===== config.mk =====
export PLATFORM = sky130hd
export DESIGN_NAME = bbe_logger
export DESIGN_NICKNAME = d
export VERILOG_FILES = /design/src/rtl/bbe_pkg.sv /design/src/rtl/bbe_cfg.sv /design/src/rtl/bbe_status.sv /design/src/rtl/bbe_evt.sv /design/src/rtl/bbe_log.sv /design/src/rtl/bbe_logger.sv
export SDC_FILE = /design/constraint.sdc
export NUM_CORES = 1
export LEC_CHECK = 0
export BUFFER_PORTS_ARGS = -buffer_cell sky130_fd_sc_hd__clkbuf_2
export CORE_MARGIN = 5
export CORE_UTILIZATION = 40
export CTS_CLUSTER_DIAMETER = 150
export DETAILED_ROUTE_END_ITERATION = 16
export PLACE_DENSITY_LB_ADDON = 0.3
export SYNTH_ARGS = -nofsm -noshare
export SYNTH_HDL_FRONTEND = slang
export SYNTH_HIERARCHICAL = 1
export SYNTH_SLANG_ARGS = --single-unit

===== constraint.sdc =====
create_clock -name clk_i -period 2.07 [get_ports clk_i]
set_input_delay 0.1035 -clock clk_i [delete_from_list [all_inputs] [get_ports clk_i]]
set_output_delay 0.1035 -clock clk_i [all_outputs]
set_load 0.02 [all_outputs]

===== src/rtl/bbe_pkg.sv =====
package bbe_pkg;
  localparam int unsigned NST = 3;

  localparam logic [1:0] RA_STAT = 2'd0;
  localparam logic [1:0] RA_CTRL = 2'd1;
  localparam logic [1:0] RA_SYN  = 2'd2;
  localparam logic [1:0] RA_ADDR = 2'd3;

  localparam int unsigned ST_PAR  = 0;
  localparam int unsigned ST_SERR = 1;
  localparam int unsigned ST_MST  = 2;

  typedef enum logic [2:0] {
    ET_NONE = 3'b000,
    ET_PAR  = 3'b001,
    ET_SBUS = 3'b010
  } etype_e;

  typedef struct packed {
    logic [1:0] resp_mode;
    logic       sbus_det_en;
    logic       mst_err_en;
    logic       serr_en;
    logic       par_resp_en;
  } cfg_t;

  localparam int unsigned CFG_W = $bits(cfg_t);
endpackage


===== src/rtl/bbe_cfg.sv =====
module bbe_cfg
  import bbe_pkg::*;
(
  input  logic             clk_i,
  input  logic             rst_ni,
  input  logic             wr_i,
  input  logic [CFG_W-1:0] wdata_i,
  output cfg_t             cfg_o
);
  always_ff @(posedge clk_i or negedge rst_ni) begin
    if (!rst_ni)   cfg_o <= '0;
    else if (wr_i) cfg_o <= cfg_t'(wdata_i);
  end
endmodule


===== src/rtl/bbe_status.sv =====
module bbe_status #(
  parameter int unsigned N = 3
) (
  input  logic         clk_i,
  input  logic         rst_ni,
  input  logic [N-1:0] set_i,
  input  logic         wr_i,
  input  logic [N-1:0] wdata_i,
  output logic [N-1:0] stat_o
);
  for (genvar i = 0; i < N; i++) begin : g_bit
    logic clr;
    assign clr = wr_i & wdata_i[i];
    // set beats clear
    always_ff @(posedge clk_i or negedge rst_ni) begin
      if (!rst_ni)       stat_o[i] <= 1'b0;
      else if (set_i[i]) stat_o[i] <= 1'b1;
      else if (clr)      stat_o[i] <= 1'b0;
    end
  end
endmodule


===== src/rtl/bbe_evt.sv =====
module bbe_evt
  import bbe_pkg::*;
(
  input  logic           clk_i,
  input  logic           rst_ni,
  input  cfg_t           cfg_i,
  input  logic           dpar_err_i,
  input  logic           apar_err_i,
  input  logic           sbus_err_i,
  input  logic           xfer_rd_i,
  input  logic           xfer_busy_i,
  input  logic           ratio_gt2_i,
  output logic [NST-1:0] set_o,
  output logic           log_req_o,
  output etype_e         log_type_o,
  output logic           log_rw_o,
  output logic           sbus_err_req_o,
  output logic           serr_req_o,
  output logic           tabort_req_o
);
  logic dpar_ok, dpar_log, sbus_hit, apar_serr, sbus_serr, sbus_tab;

  always_comb begin
    dpar_ok   = dpar_err_i & ~ratio_gt2_i;
    dpar_log  = dpar_ok & cfg_i.par_resp_en;
    sbus_hit  = sbus_err_i & cfg_i.sbus_det_en;
    apar_serr = apar_err_i & cfg_i.par_resp_en & cfg_i.serr_en;
    sbus_serr = sbus_hit & cfg_i.resp_mode[0];
    sbus_tab  = sbus_hit & cfg_i.resp_mode[1];

    set_o          = '0;
    set_o[ST_PAR]  = dpar_err_i | apar_err_i;
    set_o[ST_SERR] = apar_serr | sbus_serr;
    set_o[ST_MST]  = dpar_ok;

    // data parity has log priority over a coincident bus error
    log_req_o  = dpar_log | sbus_hit;
    log_type_o = dpar_log ? ET_PAR : ET_SBUS;
    log_rw_o   = dpar_log ? xfer_rd_i : (xfer_busy_i & xfer_rd_i);
  end

  always_ff @(posedge clk_i or negedge rst_ni) begin
    if (!rst_ni) begin
      sbus_err_req_o <= 1'b0;
      serr_req_o     <= 1'b0;
      tabort_req_o   <= 1'b0;
    end else begin
      sbus_err_req_o <= dpar_ok & cfg_i.mst_err_en;
      serr_req_o     <= apar_serr | sbus_serr;
      tabort_req_o   <= sbus_tab;
    end
  end
endmodule


===== src/rtl/bbe_log.sv =====
module bbe_log
  import bbe_pkg::*;
#(
  parameter int unsigned AW = 32
) (
  input  logic          clk_i,
  input  logic          rst_ni,
  input  logic          req_i,
  input  etype_e        type_i,
  input  logic          rw_i,
  input  logic [AW-1:0] addr_i,
  input  logic          unlock_i,
  output logic          lock_o,
  output etype_e        type_o,
  output logic          rw_o,
  output logic [AW-1:0] addr_o
);
  logic cap;
  assign cap = req_i & ~lock_o;

  always_ff @(posedge clk_i or negedge rst_ni) begin
    if (!rst_ni) begin
      lock_o <= 1'b0;
      type_o <= ET_NONE;
      rw_o   <= 1'b0;
      addr_o <= '0;
    end else if (cap) begin
      lock_o <= 1'b1;
      type_o <= type_i;
      rw_o   <= rw_i;
      addr_o <= addr_i;
    end else if (unlock_i) begin
      lock_o <= 1'b0;
    end
  end
endmodule


===== src/rtl/bbe_logger.sv =====
module bbe_logger
  import bbe_pkg::*;
#(
  parameter int unsigned AW = 32,
  parameter int unsigned DW = 32
) (
  input  logic          clk_i,
  input  logic          rst_ni,
  input  logic          dpar_err_i,
  input  logic          apar_err_i,
  input  logic          sbus_err_i,
  input  logic [AW-1:0] xfer_addr_i,
  input  logic          xfer_rd_i,
  input  logic          xfer_busy_i,
  input  logic          ratio_gt2_i,
  input  logic          reg_we_i,
  input  logic [1:0]    reg_addr_i,
  input  logic [DW-1:0] reg_wdata_i,
  output logic [DW-1:0] reg_rdata_o,
  output logic          sbus_err_req_o,
  output logic          serr_req_o,
  output logic          tabort_req_o
);
  localparam int unsigned SYN_W = 5;

  cfg_t           cfg_q;
  logic [NST-1:0] stat_q;
  logic [NST-1:0] stat_set;
  logic           log_req, log_rw, log_rw_q, log_lock_q;
  etype_e         log_type, log_type_q;
  logic [AW-1:0]  log_addr_q;
  logic           wr_stat, wr_ctrl, wr_syn;
  logic [SYN_W-1:0] syn;

  assign wr_stat = reg_we_i & (reg_addr_i == RA_STAT);
  assign wr_ctrl = reg_we_i & (reg_addr_i == RA_CTRL);
  assign wr_syn  = reg_we_i & (reg_addr_i == RA_SYN) & reg_wdata_i[0];

  bbe_cfg u_cfg (
    .clk_i   (clk_i),
    .rst_ni  (rst_ni),
    .wr_i    (wr_ctrl),
    .wdata_i (reg_wdata_i[CFG_W-1:0]),
    .cfg_o   (cfg_q)
  );

  bbe_evt u_evt (
    .clk_i          (clk_i),
    .rst_ni         (rst_ni),
    .cfg_i          (cfg_q),
    .dpar_err_i     (dpar_err_i),
    .apar_err_i     (apar_err_i),
    .sbus_err_i     (sbus_err_i),
    .xfer_rd_i      (xfer_rd_i),
    .xfer_busy_i    (xfer_busy_i),
    .ratio_gt2_i    (ratio_gt2_i),
    .set_o          (stat_set),
    .log_req_o      (log_req),
    .log_type_o     (log_type),
    .log_rw_o       (log_rw),
    .sbus_err_req_o (sbus_err_req_o),
    .serr_req_o     (serr_req_o),
    .tabort_req_o   (tabort_req_o)
  );

  bbe_status #(.N(NST)) u_stat (
    .clk_i   (clk_i),
    .rst_ni  (rst_ni),
    .set_i   (stat_set),
    .wr_i    (wr_stat),
    .wdata_i (reg_wdata_i[NST-1:0]),
    .stat_o  (stat_q)
  );

  bbe_log #(.AW(AW)) u_log (
    .clk_i    (clk_i),
    .rst_ni   (rst_ni),
    .req_i    (log_req),
    .type_i   (log_type),
    .rw_i     (log_rw),
    .addr_i   (xfer_addr_i),
    .unlock_i (wr_syn),
    .lock_o   (log_lock_q),
    .type_o   (log_type_q),
    .rw_o     (log_rw_q),
    .addr_o   (log_addr_q)
  );

  assign syn = {log_rw_q, log_type_q, log_lock_q};

  always_comb begin
    unique case (reg_addr_i)
      RA_STAT: reg_rdata_o = DW'(stat_q);
      RA_CTRL: reg_rdata_o = DW'(cfg_q);
      RA_SYN:  reg_rdata_o = DW'(syn);
      default: reg_rdata_o = DW'(log_addr_q);
    endcase
  end
endmodule


==> metrics, run 1 <==
Rel. slew slack=roughly 46%; worst min path class=primary input to register; crit-path cells=and3b_2 > inv_1 > nand2_1 > nor2b_4 > buf_12 > mux2_2; DRT Pass-1 Iters=4; total power=between 3 and 4 mW; Hold Startpoint=xfer_addr_i[4]; iteration-0 DRC count of the detailed router=46; CP max stage cell=dfrtp_1; via count=approximately 1600; MaxCap Viol Count=0; Post-Place Worst Slack=between 400 and 500 ps; WS Path Type=register to register; setup violators final=0; antenna violations before repair=0; multi-input logic area=approximately 0.0011 sq mm; Final Non-Filler Cells=around 330; die extent in x=~88 um; Critical Path RT=2250 ps; Post-Route WL=between 5 and 6 mm; CTS Root Cell=clkbuf_8; register area share after synthesis=between 50% and 60%; Ant. Diodes=0; Area Growth Syn to Fin=24.07%; routed wl met3=between 400 and 500 um; Distinct cells, synth=30; layout cells sized above 1=roughly 60%; Hold Violations, Final=0; pin count of the biggest net entering global routing=32; # IOs=110; clock skew=7.996 ps; RR Startpoint=u_cfg/cfg_o[0]; CP startpoint kind=register; total grt overflow=0; number of synthesized flops with an enable pin=0; YS warnings=6; Slew @ Worst Pin=about 800 ps; placer congestion estimate=0.7431; clock transition at the registers of the reported paths=around 90 ps; total CTS buffers=5; clk buf depth=2; fin nets=about 320; Setup WS post-layout=just under 400 ps; filler cell count=approximately 530; WL met1=approximately 2.4 mm; ys flop type=dfrtp_1; PD cells=approximately 1100 mW/mm^2; number of remaining DRC errors=0; Final Max Slew Viols=0; Max IR drop VDD=roughly 0.49 mV; largest fanout on the critical path=21; die height=slightly below 90 um; hold slack=between 20 and 30 ps; R2R setup slack=roughly 390 ps; first-pass GRT wire length=roughly 8.4 mm; syn nets=around 240; routed wl met2=around 2.3 mm; endpoint of the lowest-slack register-to-register path=u_log/type_o[1]; Worst setup EP type=register; fmax=594.5 MHz; worst path arrival time=about 1900 ps; Cell Rows=28; register area=0.001226 sq mm; DP HPWL=roughly 3.8 mm; ANT nets after route=0; syn_area_per_cell=14.45 sq um; Hold Path Cell Cnt=2; H-tree Lvls=2; Hold Path Sink=u_log/addr_o[4]; WP buf/inv=2; dpl cells=between 300 and 400; P_leak=1.595 nW; number of global-route vias before repair=between 1500 and 2000; Post-synth ARST share=100.0%; uppermost routed layer=met4; Mapped Area=0.002427 sq mm; family with the most delay on the worst path=simple AND/OR/NAND/NOR gates; DIE AREA=roughly 0.0077 sq mm; WL/cell=roughly 16 um; Yosys reg bits=just under 50; reg2reg path depth=6; fin crit share=between 80% and 90%; vias per std cell=4.880; GRT Total Usage=between 10% and 20%; Synth Instances=between 150 and 200; TNS Setup=0 ps; outcome=finished, final reports clean; Clk Latency, worst-skew pair=approximately 300 ps; Slowest Stage Delay on Critical Path=400 ps; CTS tree=built; core footprint=~0.006 sq mm; CTS Sinks=49; starting density of the core=roughly 41%; PortBufs=83; RSZ-0062 raised after global routing=no; Tmin final=1682 ps
==> through the flow <==
step                      cell area [sq um]  utilization [%]
after detailed placement               2868            48.44
after global routing                   3012            50.87
after floorplan                        2427                -
final                                  3012            50.87
after CTS                              3012            50.87
after global placement                 2868            48.44
==> power breakdown <==
part	total [mW]	internal (mW)	leakage [nW]	switching, mW
registers	1.56	1.34	0.583	0.215
clock network	0.787	0.480	0.0681	0.307
logic	1.12	0.696	0.944	0.421
==> logic make-up after synthesis <==
group                  share of synthesized area [%]
muxes                                          29.33
buffers and inverters                          6.082
AOI/OAI and AO/OA                              2.165
and+or+nand+nor                                11.75
DFF                                            50.52
other                                         0.1545
==> Yosys cell counts, types with 2 or more instances <==
cell	count	share of area (%)
a22o_1	2	0.72
clkbuf_1	6	0.93
buf_6	3	1.4
nand2_1	6	0.93
nor2b_1	2	0.52
buf_12	3	2.5
nand3_1	2	0.41
and3_1	27	7.0
buf_4	3	0.93
a21o_1	3	0.93
mux4_2	3	2.8
mux2_4	37	23
dfrtp_1	49	51
mux2_2	6	2.8
==> cell usage in the layout, fill, tap and decap left out <==
cell	instances
clkbuf_2	83
dfrtp_1	49
mux2_4	37
and3_1	27
nand2_1	6
mux2_2	6
clkbuf_8	5
buf_4	4
mux4_2	3
a21o_1	3
nor2b_1	2
a22o_1	2
bufinv_16	2
nand3_1	2
buf_12	2
mux2_1	1
mux2i_1	1
nor3b_1	1
and3b_1	1
and4b_1	1
clkinv_2	1
dlygate4sd3_1	1
and2b_2	1
and3b_2	1
inv_1	1
o21a_1	1
and2_2	1
or2_2	1
conb_1	1
nor2b_4	1
nor2_1	1
a21oi_1	1
==> routing by layer <==
metal / GRT usage (%) / vias up
li1: - / 749
met1: 19.11 / 771
met2: 21.71 / 62
met3: 4.892 / 4
met4: 2.929 / 0
met5: 0 / -
==> worst max path at each step <==
| stage | from | depth (start not counted) | end |
|---|---|---|---|
| 2_1_floorplan | u_cfg/cfg_o[0] | 7 | u_log/addr_o[0] |
| 3_3_place_gp | u_cfg/cfg_o[0] | 6 | u_log/type_o[1] |
| 3_5_place_dp | u_cfg/cfg_o[0] | 6 | u_log/type_o[1] |
| 4_1_cts | u_cfg/cfg_o[0] | 6 | u_log/type_o[1] |
| 5_1_grt | u_cfg/cfg_o[0] | 6 | u_log/type_o[1] |
| 6_report | u_cfg/cfg_o[0] | 6 | u_log/type_o[1] |
==> what timing repair did <==
| action | in CTS | in global routing |
|---|---|---|
| setup buffers | 0 | 0 |
| gates resized for setup | 0 | 0 |
| hold endpoints to repair | 29 | 0 |
| hold buffers | 1 | 0 |
==> registers in the layout (all words and copies together) (netlist names) <==
register	flops
u_evt/tabort_req_o	1
u_cfg/cfg_o	6
u_log/type_o	3
u_log/rw_o	1
u_stat/stat_o	3
u_log/addr_o	32
u_log/lock_o	1
u_evt/serr_req_o	1
u_evt/sbus_err_req_o	1
==> cell type report <==
| cell class | instances | share of cell area, % |
|---|---|---|
| Clock buffer | 5 | 2.285 |
| Clock inverter | 3 | 2.160 |
| Sequential cell | 49 | 40.71 |
| Timing Repair Buffer | 90 | 16.45 |
| Inverter | 1 | 0.1246 |
| Multi-Input combinational cell | 102 | 35.15 |
| Tap cell | 75 | 3.116 |
Note: power is estimated with default switching activity, not from simulation.
==> run 2, diff against run 1 <==
Settings changed: ABC_AREA set to 1.
Clock period 2.07 ns to 1.6 ns, I/O delays scaled along.
==> metrics, run 2 <==
Slew @ Worst Pin=around 530 ps; clock skew=around 8 ps; TNS Setup=0 ps; WL/cell=approximately 12 um; Reg with most FFs=u_log/addr_o; # IOs=110; worst path arrival time=1590 ps; RR Startpoint=u_cfg/cfg_o[0]; hold slack=a little under 8 ps; die extent in x=89.49 um; H-tree Lvls=2; Post-synth ARST share=100.0%; antenna violations before repair=0; Yosys top cell by area=dfrtp_1; Cell Rows=29; PortBufs=83; iteration-0 DRC count of the detailed router=121; first-pass GRT wire length=around 9.3 mm; largest family of logic cells by synthesized area=simple AND/OR/NAND/NOR gates; fin nets=484; worst min path class=primary input to register; fmax=740.0 MHz; CTS Root Cell=clkbuf_8; syn_area_per_cell=7.948 sq um; count leader, synth=nand2_1; Post-Route WL=5.744 mm; GRT Total Usage=14.97%; number of remaining DRC errors=0; PD cells=between 1000 and 1500 mW/mm^2; CP startpoint kind=register; Tmin final=1351 ps; syn nets=between 300 and 400; layout cells sized above 1=28.12%; CP max stage cell=dfrtp_1; Clk Latency, worst-skew pair=about 300 ps; Critical Path RT=1840 ps; commonest non-fill, non-tap cell in the layout=nand2_1; Mapped Area=roughly 0.0025 sq mm; YS warnings=6; Yosys top cell area share=about half; Final Non-Filler Cells=roughly 490; CP most frequent cell=nand2_1; number of global-route vias before repair=between 2000 and 2500; placer congestion estimate=approximately 0.81; clock transition at the registers of the reported paths=around 90 ps; starting density of the core=about two fifths; dpl cell area=0.002912 sq mm; Distinct cells, synth=24; WS Path Type=register to register; dpl cells=around 470; Yosys reg bits=a little under 50; via count=roughly 2300; largest fanout on the critical path=18; Design Area, Final=roughly 0.003 sq mm; core footprint=roughly 0.0062 sq mm; number of synthesized flops with an enable pin=0; crit-path cells=nand3_2 > nand2_1 > buf_4 > nand3_1 > nand2_1; P_leak=roughly 1.8 nW; DRT Pass-1 Iters=4; DP HPWL=approximately 4.3 mm; setup violators final=0; Final Max Slew Viols=0; pin count of the biggest net entering global routing=38; Hold Startpoint=xfer_addr_i[27]; total CTS buffers=5; Worst setup EP type=register; post-synthesis mux area share=0%; Post-CTS Setup Bufs=0; RSZ-0062 raised after global routing=no; top flop regs=u_log/addr_o x32, u_cfg/cfg_o x6; MaxCap Viol Count=0; Hold Violations, Final=0; Synth Area in Simple Gates=between 30% and 40%; Synth Area in XOR/XNOR=0%; vias per std cell=approximately 4.6; CTS Sinks=49; total grt overflow=0; ys flop type=dfrtp_1; post-synthesis adder-cell area fraction=0%; commonest cells after routing, fill and taps aside=117 x nand2_1, 83 x clkbuf_2, 49 x dfrtp_1, 45 x nand3_1, 37 x inv_1; beginning of the critical path=u_cfg/cfg_o[0]; Area Growth Syn to Fin=21.78%; clk buf depth=2; die height=between 80 and 90 um; Synth area leaders=dfrtp_1 49%, nand2_1 17%, nand3_1 8.9%; top cells by count, synth=117 x nand2_1, 49 x dfrtp_1, 45 x nand3_1, 37 x inv_1, 28 x nor2_1; Slowest Stage Delay on Critical Path=between 400 and 500 ps; Rel. slew slack=between 60 and 70%; Synth Instances=318; DIE AREA=roughly 0.008 sq mm; CTS tree=built; Ant. Diodes=0; ANT nets after route=0; Max IR drop VDD=0.7730 mV; Synth Area in Compound Gates=0.1980%; outcome=finished, final reports clean; max reg flops=32; fin crit share=between 80% and 90%; register area share after synthesis=between 40 and 50%
run 2: final cells by class:
cell class | instances | area [sq um]
inverters | 40 | 152.6
multi-input cells | 211 | 938.4
clock buffers | 7 | 86.33
repair buffers | 102 | 578.1
flip-flops and latches | 49 | 1226
fillers | 668 | 3163
well taps | 77 | 96.34
run 2: what timing repair did:
| item | 4_1_cts | 5_1_grt |
|---|---|---|
| hold buffers | 7 | 1 |
| endpoints found under the hold margin | 25 | 1 |
| gates resized for setup | 0 | 0 |
run 2: critical path: cells and delay by family (launching register included):
kind          cells  cell delay [ps]
buf+inv           1              280
flops             1              450
simple gates      4              550
run 2: final timing paths:
| path | to | slack (ps) | depth (start not counted) |
|---|---|---|---|
| worst max-delay path | u_log/addr_o[7] | 250 | 5 |
| worst min-delay path | u_log/addr_o[27] | 8 | 3 |
| worst min register to register | u_log/addr_o[30] | 480 | 2 |
| worst max register to register | u_log/addr_o[7] | 250 | 5 |
| min in group asynchronous | u_evt/tabort_req_o | 280 | 2 |
| max in group asynchronous | u_log/addr_o[16] | 740 | 3 |
run 2: through the flow:
stage	setup slack [ps]	total power [mW]	util, %
floorplan	484.5	3.198	-
global placement	291.2	3.418	46.65
detailed placement	272.5	3.455	46.65
CTS	250.4	4.201	49.16
global route	144.0	4.508	49.32
finish	248.7	4.152	49.32
run 2: cells by family (layout without fill, tap and decap cells):
kind of cell / Yosys count / after routing
flops: 49 / 49
buf+inv: 58 / 149
simple gates: 209 / 209
other cells: 1 / 1
compound gates: 1 / 1
run 2: layer usage:
metal	wire, um	part of all wire (%)	track usage [%]
met3	268	4.7	3.041
met1	2517	44	19.13
met4	99	1.7	5.413
met2	2858	50	25.12
met5	0	0	0
run 2: power breakdown:
| part | internal (mW) | switching [mW] | leakage (nW) |
|---|---|---|---|
| registers | 1.71 | 0.255 | 0.606 |
| clock network | 0.344 | 0.384 | 0.0443 |
| logic | 0.517 | 0.941 | 1.15 |
| total | 2.57 | 1.58 | 1.80 |
